`src/rtl/rxr_pkg.sv`:
```
package rxr_pkg;
   localparam int unsigned REG_W      = 32;
   localparam int unsigned PROD_LSB   = 0;
   localparam int unsigned CONS_LSB   = 16;
   localparam int unsigned NOBURST_BIT = 16;
   localparam int unsigned CWE_BIT    = 0;
   localparam int unsigned DMAEN_BIT  = 1;

   typedef enum logic [1:0] {
      SEL_PTR  = 2'd0,
      SEL_STAT = 2'd1,
      SEL_CTRL = 2'd2,
      SEL_NONE = 2'd3
   } reg_sel_e;

   typedef struct packed {
      logic dma_en;
      logic cons_we;
   } ctrl_t;
endpackage

```
`src/rtl/rxr_idx_step.sv`:
```
module rxr_idx_step #(
   parameter int unsigned RING = 2048,
   parameter int unsigned W    = 11
) (
   input  logic [W-1:0] cur,
   output logic [W-1:0] nxt
);
   localparam bit IS_POW2 = ((RING & (RING - 1)) == 0);
   localparam logic [W-1:0] LAST = W'(RING - 1);

   generate
      if (IS_POW2) begin : g_mask
         always_comb nxt = (cur + W'(1)) & LAST;
      end else begin : g_cmp
         always_comb nxt = (cur == LAST) ? '0 : cur + W'(1);
      end
   endgenerate
endmodule

```
`src/rtl/rxr_ring_ptrs.sv`:
```
module rxr_ring_ptrs #(
   parameter int unsigned RING = 2048,
   parameter int unsigned W    = 11
) (
   input  logic         clk,
   input  logic         rst_n,
   input  logic         host_prod_we,
   input  logic [W-1:0] host_prod,
   input  logic         host_cons_we,
   input  logic [W-1:0] host_cons,
   input  logic         frm_open,
   input  logic         req_seen,
   input  logic         adv,
   input  logic         end_any,
   input  logic         end_bad,
   output logic [W-1:0] cons,
   output logic [W-1:0] prod,
   output logic         empty
);
   logic [W-1:0] cons_nxt;
   logic [W-1:0] start_q;
   logic         latched_q;

   rxr_idx_step #(.RING(RING), .W(W)) i_step (.cur(cons), .nxt(cons_nxt));

   assign empty = (cons == prod);

   always_ff @(posedge clk or negedge rst_n) begin
      if (!rst_n) prod <= '0;
      else if (host_prod_we) prod <= host_prod;
   end

   always_ff @(posedge clk or negedge rst_n) begin
      if (!rst_n) cons <= '0;
      else if (host_cons_we) cons <= host_cons;
      else if (end_bad && latched_q) cons <= start_q;
      else if (adv) cons <= cons_nxt;
   end

   always_ff @(posedge clk or negedge rst_n) begin
      if (!rst_n) begin
         start_q   <= '0;
         latched_q <= 1'b0;
      end else if (frm_open || end_any) begin
         latched_q <= 1'b0;
      end else if (req_seen && !latched_q) begin
         start_q   <= cons;
         latched_q <= 1'b1;
      end
   end

   a_r3_step_moves : assert property (@(posedge clk) disable iff (!rst_n)
      adv && !host_cons_we && !end_bad |=> cons != $past(cons));
   a_r4_no_adv_empty : assert property (@(posedge clk) disable iff (!rst_n)
      empty |-> !adv);
   a_r5_rollback : assert property (@(posedge clk) disable iff (!rst_n)
      end_bad && latched_q && !host_cons_we |=> cons == $past(start_q));
   a_r6_hold_cons : assert property (@(posedge clk) disable iff (!rst_n)
      !host_cons_we && !end_bad && !adv |=> $stable(cons));
endmodule

```
`src/rtl/rxr_frame_ctl.sv`:
```
module rxr_frame_ctl (
   input  logic clk,
   input  logic rst_n,
   input  logic frm_start,
   input  logic desc_req,
   input  logic frm_end,
   input  logic frm_bad,
   input  logic dma_en,
   input  logic empty,
   output logic gnt,
   output logic req_seen,
   output logic end_any,
   output logic end_bad,
   output logic nonburst
);
   logic active_q;
   logic held_q;

   assign end_any  = frm_end && active_q;
   assign end_bad  = end_any && frm_bad;
   assign req_seen = desc_req && active_q && !frm_end;
   assign gnt      = req_seen && dma_en && !empty;
   assign nonburst = !(dma_en && active_q && held_q);

   always_ff @(posedge clk or negedge rst_n) begin
      if (!rst_n) begin
         active_q <= 1'b0;
         held_q   <= 1'b0;
      end else begin
         if (frm_start) active_q <= 1'b1;
         else if (end_any) active_q <= 1'b0;
         if (frm_start || end_any) held_q <= 1'b0;
         else if (gnt) held_q <= 1'b1;
      end
   end

   a_r8_no_gnt_off : assert property (@(posedge clk) disable iff (!rst_n)
      !dma_en |-> !gnt);
   a_r8_nb_off : assert property (@(posedge clk) disable iff (!rst_n)
      !dma_en |-> nonburst);
   a_r3_no_gnt_closing : assert property (@(posedge clk) disable iff (!rst_n)
      frm_end |-> !gnt);
endmodule

```
`src/rtl/rxr_lost_ctr.sv`:
```
module rxr_lost_ctr #(
   parameter int unsigned W = 16
) (
   input  logic         clk,
   input  logic         rst_n,
   input  logic         wr_en,
   input  logic [W-1:0] wr_val,
   input  logic         inc,
   output logic [W-1:0] cnt
);
   localparam logic [W-1:0] MAXV = '1;

   always_ff @(posedge clk or negedge rst_n) begin
      if (!rst_n) cnt <= '0;
      else if (wr_en) cnt <= wr_val;
      else if (inc && cnt != MAXV) cnt <= cnt + W'(1);
   end

   a_r7_saturate : assert property (@(posedge clk) disable iff (!rst_n)
      cnt == MAXV && !wr_en |=> cnt == MAXV);
   a_r7_step : assert property (@(posedge clk) disable iff (!rst_n)
      inc && !wr_en && cnt != MAXV |=> cnt == $past(cnt) + W'(1));
   a_r7_idle : assert property (@(posedge clk) disable iff (!rst_n)
      !inc && !wr_en |=> $stable(cnt));
endmodule

```
`src/rtl/rxr_ptr_mgr.sv`:
```
module rxr_ptr_mgr
   import rxr_pkg::*;
#(
   parameter int unsigned RING_SIZE = 2048,
   parameter int unsigned IDX_W     = 11,
   parameter int unsigned CNT_W     = 16
) (
   input  logic              clk,
   input  logic              rst_n,
   input  logic              reg_wr,
   input  logic [1:0]        reg_addr,
   input  logic [REG_W-1:0]  reg_wdata,
   output logic [REG_W-1:0]  reg_rdata,
   input  logic              frm_start,
   input  logic              desc_req,
   output logic              desc_gnt,
   output logic [IDX_W-1:0]  desc_idx,
   input  logic              frm_end,
   input  logic              frm_bad,
   input  logic              fifo_full,
   input  logic              frm_drop
);
   generate
      if (IDX_W < 1 || IDX_W > CONS_LSB - 1) begin : g_bad_idx
         $error("IDX_W out of range");
      end
      if (RING_SIZE < 2 || RING_SIZE > (1 << IDX_W)) begin : g_bad_ring
         $error("RING_SIZE must lie in 2 .. 2**IDX_W");
      end
      if (CNT_W < 1 || CNT_W > NOBURST_BIT) begin : g_bad_cnt
         $error("CNT_W out of range");
      end
   endgenerate

   reg_sel_e         sel;
   ctrl_t            ctrl_q;
   logic             prod_we, cons_we, stat_we, ctrl_we;
   logic [IDX_W-1:0] cons, prod;
   logic [CNT_W-1:0] lost;
   logic             empty, req_seen, end_any, end_bad, nonburst;

   assign sel     = reg_sel_e'(reg_addr);
   assign prod_we = reg_wr && (sel == SEL_PTR);
   assign cons_we = prod_we && ctrl_q.cons_we;
   assign stat_we = reg_wr && (sel == SEL_STAT);
   assign ctrl_we = reg_wr && (sel == SEL_CTRL);

   always_ff @(posedge clk or negedge rst_n) begin
      if (!rst_n) ctrl_q <= '0;
      else if (ctrl_we) begin
         ctrl_q.cons_we <= reg_wdata[CWE_BIT];
         ctrl_q.dma_en  <= reg_wdata[DMAEN_BIT];
      end
   end

   rxr_frame_ctl i_frame (
      .clk      (clk),
      .rst_n    (rst_n),
      .frm_start(frm_start),
      .desc_req (desc_req),
      .frm_end  (frm_end),
      .frm_bad  (frm_bad),
      .dma_en   (ctrl_q.dma_en),
      .empty    (empty),
      .gnt      (desc_gnt),
      .req_seen (req_seen),
      .end_any  (end_any),
      .end_bad  (end_bad),
      .nonburst (nonburst)
   );

   rxr_ring_ptrs #(.RING(RING_SIZE), .W(IDX_W)) i_ptrs (
      .clk         (clk),
      .rst_n       (rst_n),
      .host_prod_we(prod_we),
      .host_prod   (reg_wdata[PROD_LSB +: IDX_W]),
      .host_cons_we(cons_we),
      .host_cons   (reg_wdata[CONS_LSB +: IDX_W]),
      .frm_open    (frm_start),
      .req_seen    (req_seen),
      .adv         (desc_gnt),
      .end_any     (end_any),
      .end_bad     (end_bad),
      .cons        (cons),
      .prod        (prod),
      .empty       (empty)
   );

   rxr_lost_ctr #(.W(CNT_W)) i_lost (
      .clk   (clk),
      .rst_n (rst_n),
      .wr_en (stat_we),
      .wr_val(reg_wdata[CNT_W-1:0]),
      .inc   (frm_drop && fifo_full && empty),
      .cnt   (lost)
   );

   assign desc_idx = cons;

   always_comb begin
      reg_rdata = '0;
      unique case (sel)
         SEL_PTR: begin
            reg_rdata[PROD_LSB +: IDX_W] = prod;
            reg_rdata[CONS_LSB +: IDX_W] = cons;
         end
         SEL_STAT: begin
            reg_rdata[CNT_W-1:0]  = lost;
            reg_rdata[NOBURST_BIT] = nonburst;
         end
         SEL_CTRL: begin
            reg_rdata[CWE_BIT]   = ctrl_q.cons_we;
            reg_rdata[DMAEN_BIT] = ctrl_q.dma_en;
         end
         default: reg_rdata = '0;
      endcase
   end

   a_r2_reserved_zero : assert property (@(posedge clk) disable iff (!rst_n)
      sel == SEL_PTR |-> reg_rdata[CONS_LSB-1:IDX_W] == '0);
   a_r3_gnt_nonempty : assert property (@(posedge clk) disable iff (!rst_n)
      desc_gnt |-> prod != cons);
endmodule

```
`config.mk`:
```
export PLATFORM = sky130hd
export DESIGN_NAME = rxr_ptr_mgr
export DESIGN_NICKNAME = d
export VERILOG_FILES = /design/src/rtl/rxr_pkg.sv /design/src/rtl/rxr_idx_step.sv /design/src/rtl/rxr_ring_ptrs.sv /design/src/rtl/rxr_frame_ctl.sv /design/src/rtl/rxr_lost_ctr.sv /design/src/rtl/rxr_ptr_mgr.sv
export SDC_FILE = /design/constraint.sdc
export NUM_CORES = 1
export LEC_CHECK = 0
export ABC_AREA = 1
export BUFFER_PORTS_ARGS = -buffer_cell sky130_fd_sc_hd__buf_2
export CAP_MARGIN = 20
export CORE_MARGIN = 1
export CORE_UTILIZATION = 49
export CTS_CLUSTER_DIAMETER = 50
export DETAILED_ROUTE_END_ITERATION = 8
export PLACE_DENSITY = 0.75
export SLEW_MARGIN = 20
export SYNTH_ARGS = -nofsm -noshare
export SYNTH_HDL_FRONTEND = slang
export SYNTH_SLANG_ARGS = --single-unit
```
`constraint.sdc`:
```
create_clock -name clk -period 2 [get_ports clk]
set_clock_uncertainty 0.05 [all_clocks]
set_input_delay 0.6 -clock clk [delete_from_list [all_inputs] [get_ports clk]]
set_output_delay 0.6 -clock clk [all_outputs]
set_load 0.005 [all_outputs]
```
**Word-level counts from Yosys, hierarchy flattened**

Index checks and enable logic that the tools add are counted.

- Reductions and logical operators: 29
- Eq/ne operators: 4
- Bitwise operators: 1
- Mux-type cells: 16
- Add/subtract/negate cells: 2

Operators by type and width:

| kind | number |
|---|---|
| 11-bit two-way mux | 3 |
| 16-bit two-way mux | 2 |
| 9-bit one-hot mux with 2 select lines | 1 |
| 1-bit logical AND | 17 |
| 16-bit by 1-bit adder with 16-bit output (second input constant) | 1 |
| 16-bit != test (second input constant) | 1 |
| 11-bit by 1-bit adder with 11-bit output (second input constant) | 1 |
| 11-bit == test | 1 |
| 10-bit two-way mux | 1 |
| 2-bit nonzero test | 4 |
| 1-bit two-way mux | 6 |
| 2-bit one-hot mux with 3 select lines | 1 |
| 5-bit two-way mux | 1 |
| 1-bit zero test | 4 |
| 3-bit nonzero test | 1 |
| 2-bit by 1-bit == test with 1-bit output (second input constant) | 1 |
| 2-bit == test (second input constant) | 1 |
| 2-bit zero test | 1 |
| 1-bit one-hot mux with 2 select lines | 1 |
| 2-bit AND reduction | 1 |
| 1-bit logical OR | 1 |
| 1-bit inverter | 1 |

- Register bits: 54
- Output and inout bits: 44
- Word-level logic and storage cells: 61

**Depth between registers and ports, before layout**

- Depth in word-level cells: 7
- Gate-level depth with buffers: 13
- Mapped depth without buffers: 11

**By module**

From an unflattened synthesis, not the netlist that was laid out.

- Cell total of the unflattened synthesis: 578
- Area total of the unflattened synthesis: 3827.4 sq um

By module, submodules not included:

| module | area an instance (sq um) | times used | sequential area each (sq um) | cells each |
|---|---|---|---|---|
| rxr_ring_ptrs | 1762.9 | 1 | 850.8 | 226 |
| rxr_lost_ctr | 1206.2 | 1 | 400.4 | 187 |
| rxr_ptr_mgr | 486.7 | 1 | 50.0 | 98 |
| rxr_idx_step | 237.7 | 1 | 0.0 | 48 |
| rxr_frame_ctl | 133.9 | 1 | 50.0 | 19 |

**Least setup slack after synthesis**

Ideal clock, no wire load.

- Path type: input port to output port
- Start: in reg_addr[0]
- End: out reg_rdata[17]
- Slack: -81 ps
- Arrival: 1431 ps
- Cell stages on the path: 4
- Buffers on the path: 1
- Path through: nor2_1 -> inv_1 -> clkbuf_1 -> nor2_1

- Word-level cells in the longest chain between the ends: 2

Ends and longest elaborated chain:

| item | line | text |
|---|---|---|
| from (decl) | rxr_ptr_mgr.sv:11 | `input logic [1:0] reg_addr,` |
| 2-bit zero test | rxr_ptr_mgr.sv:102 | `unique case (sel)` |
| 10-bit two-way mux | rxr_ptr_mgr.sv:102 |  |
| to (decl) | rxr_ptr_mgr.sv:13 | `output logic [REG_W-1:0] reg_rdata,` |

Every way passes these cells.

**Worst setup path in the final report**

- Start: reg i_ptrs.prod[3]
- End: out desc_gnt

- Word-level cells in the longest chain between the ends: 3

Ends and longest elaborated chain:

| item | line | text |
|---|---|---|
| from (decl) | rxr_ring_ptrs.sv:17 | `output logic [W-1:0] prod,` |
| from (signal assigned) | rxr_ring_ptrs.sv:30 | `else if (host_prod_we) prod <= host_prod;` |
| 11-bit == test | rxr_ring_ptrs.sv:26 | `assign empty = (cons == prod);` |
| 1-bit zero test | rxr_frame_ctl.sv:22 | `assign gnt = req_seen && dma_en && !empty;` |
| 1-bit logical AND | rxr_frame_ctl.sv:22 |  |
| to (decl) | rxr_ptr_mgr.sv:16 | `output logic desc_gnt,` |

Every way passes these cells.

==> impl_metrics.toml <==
[setup_path]
cp_max_fo = 3
arrival_ns = 1.52
endpoint_kind = "output pin"
timing.rr.start = "i_ptrs.prod[3]"
startpoint = "i_ptrs.prod[3]"
cp.required_ns = 1.35
worstSetupPathType = "reg -> out"
crit_path_start_kind = "flop"

[clocking]
holdBufCountCts = 0
cts_num_sinks = 54
ctsLongestPathBuffers = 2
clkLatencyLatePin_ns = 0.32
cts_root_buf = "clkbuf_8"
cts_made_buffers = 5
clk_pin_slew_ns = 0.10
cts_tree = "built"
htree_levels = 2

[layout]
final_cell_mix = "174 x nand2_1, 73 x buf_2, 53 x dfrtp_1, 52 x nand3_1, 50 x o21ai_0"
mostFrequentLayoutCell = "nand2_1"
diodes = 0
regArea_um2 = 1350
area_delta_synth_final_pct = 28.9
drive_above_1_share_pct = 29.4
fill_cells = 619
stdcell_area_um2 = 4560
nets = 681
multi_input_area_um2 = 1980

[outcome]
status = "finished, violations left"
failed_checks = "negative setup slack"

[floorplanning]
ios = 87
row_count = 30
die_w_um = 87.0
core_um2 = 6870
die_h_um = 87.0
die-area_um2 = 7560
initial_utilization_pct = 51.5

[yosys]
synth_compound_area_share_pct = 10.7
netlist_instances = 528
synth-seq-cells = 54
synth.area.mux_share_pct = 0.318
synthAdderAreaFrac_pct = 0.707
synth_xor_area_share_pct = 3.22
synth_edf_count = 0
synth_warnings = 0
synth_area_per_cell_um2 = 6.70
syn_area_um2 = 3540
ys_types = 34
synth-simple-area-share_pct = 36.4
seq_area_frac_synth_pct = 38.2
synth_top_family_by_area = "simple AND/OR/NAND/NOR gates"
synth_ff_type = "dfrtp_1"
ys_async_sr_fraction_pct = 100

[sta]
fmax_mhz = 461
drv_slew = 0
hold_viol_final = 0
fin_crit_ns = 2.17
setup_viol = 17
grt_setup_unrepaired = "yes"
fin_ws_ns = -0.168
hold_ws_ns = 0.210
worstMarginPinSlew_ns = 0.565
period_share_pct = 108
max_slew_margin_pct = 62.3

[placed_design]
pre_cts_ws_ns = -0.132
place_area_um2 = 4150
port-buffer-count = 76
dp_hpwl_um = 6950
gp_congestion = 0.884

[routing]
antenna_left = 0
drtIter0Drc = 187
vias_per_cell = 5.13
drc = 0
wl_per_cell_um = 13.6
dr_wl_met2_um = 5030
highest_layer = "met4"
vias = 3755
wl_met1_um = 4210
wl_met3_um = 476
dr.pass1.iters = 4
wl_um = 9950

[grt]
grtUsageTotal_pct = 27.3
grt-ovfl-total = 0
grt_pass1_vias = 3544
grt_max_degree = 55
grt_pass1_wl_um = 15900
antenna_found_initial = 0

[power_and_ir_drop]
power_density_nw_per_um2 = 930
p_leak_nw = 2.38
ir_drop_mv = 0.354

[worst_hold_path]
hp-class = "in -> async"

[run]
maxCapViolCount = 0
path summary, 6_finish.rpt:
| kind | to | slack, ns | depth (start not counted) |
|---|---|---|---|
| worst min-delay path | i_ptrs.start_q[2] | 0.21 | 2 |
| worst max register to register | i_lost.cnt[14] | 0.13 | 9 |
| min in group clk | i_frame.active_q | 0.44 | 2 |
| worst min register to register | i_ptrs.start_q[6] | 0.45 | 2 |
| worst max-delay path | desc_gnt | -0.17 | 7 |
| max in group asynchronous | i_ptrs.cons[4] | 1.42 | 2 |
through the flow:
step	setup TNS (ns)	cells	util (%)	power [W]
global placement	-1.27	709	60.4	0.00327
detailed placement	-2.49	709	60.4	0.00334
floorplan	0	532	-	0.00269
finish	-0.674	732	66.4	0.00424
CTS	-0.449	727	64.1	0.00408
global route	-1.24	732	66.4	0.00457
flip-flops by register name (all words and copies together), names as in the netlist:
signal	cells
ctrl_q	2
i_frame.active_q	1
i_frame.held_q	1
i_lost.cnt	16
i_ptrs.cons	11
i_ptrs.latched_q	1
i_ptrs.prod	11
i_ptrs.start_q	11
kinds of logic (layout without fill, tap and decap cells):
family / Yosys count / count (layout)
buf+inv: 84 / 188
other cells: 1 / 5
compound gates: 72 / 72
mux: 1 / 1
fa+ha+maj: 2 / 2
xor+xnor: 13 / 13
simple gates: 301 / 301
flops: 54 / 54
worst max-delay path, cell delays in order (launching register included):
cell,delay (ns)
dfrtp_1,0.42
xnor2_1,0.23
nand3_2,0.13
nor2_4,0.14
nand2_2,0.07
nand2_2,0.07
inv_2,0.04
buf_6,0.10
cell usage after synthesis, types with 3 or more instances:
master	n	area, um2
o21ai_0	56	280
inv_1	55	206
buf_4	8	60.1
a21oi_1	7	35.0
clkbuf_1	9	33.8
o22ai_1	3	18.8
xnor2_1	7	61.3
xor2_1	6	52.6
nand4_1	4	25.0
nor2_4	4	45.0
nand2_1	184	691
nor2_1	43	161
dfrtp_1	54	1350
nor3_1	3	15.0
nand3_1	55	275
inv_2	3	11.3
buf_2	6	30.0
layer usage:
layer / up-vias / global-route usage, %
met5: - / 0
met3: 16 / 4.27
met2: 116 / 49.0
met4: 0 / 11.1
li1: 1879 / -
met1: 1744 / 32.4
report_power, final:
group | internal, W | leakage (nW) | switching [W]
Combinational | 0.000864 | 1.64 | 0.00102
Clock | 0.000237 | 0.0438 | 0.000378
Sequential | 0.00140 | 0.702 | 0.000335
Total | 0.00250 | 2.38 | 0.00174
repair_timing:
item,4_1_cts,5_1_grt
gates resized for setup,38,38
hold endpoints to repair,0,0
endpoints found under the setup margin,19,37
pin swaps,8,9
buffers inserted,12,6
gates cloned,1,0
area by class of cell:
| class | count | share of cell area (%) |
|---|---|---|
| clock buffer | 5 | 1.51 |
| sequential | 54 | 29.7 |
| tap | 96 | 2.64 |
| timing repair buffer | 121 | 17.3 |
| multi-input combinational | 394 | 43.4 |
| timing repair inverter | 1 | 0.165 |
| clock inverter | 2 | 0.220 |
| inverter | 59 | 5.13 |
(Power assumes the default switching activity.)
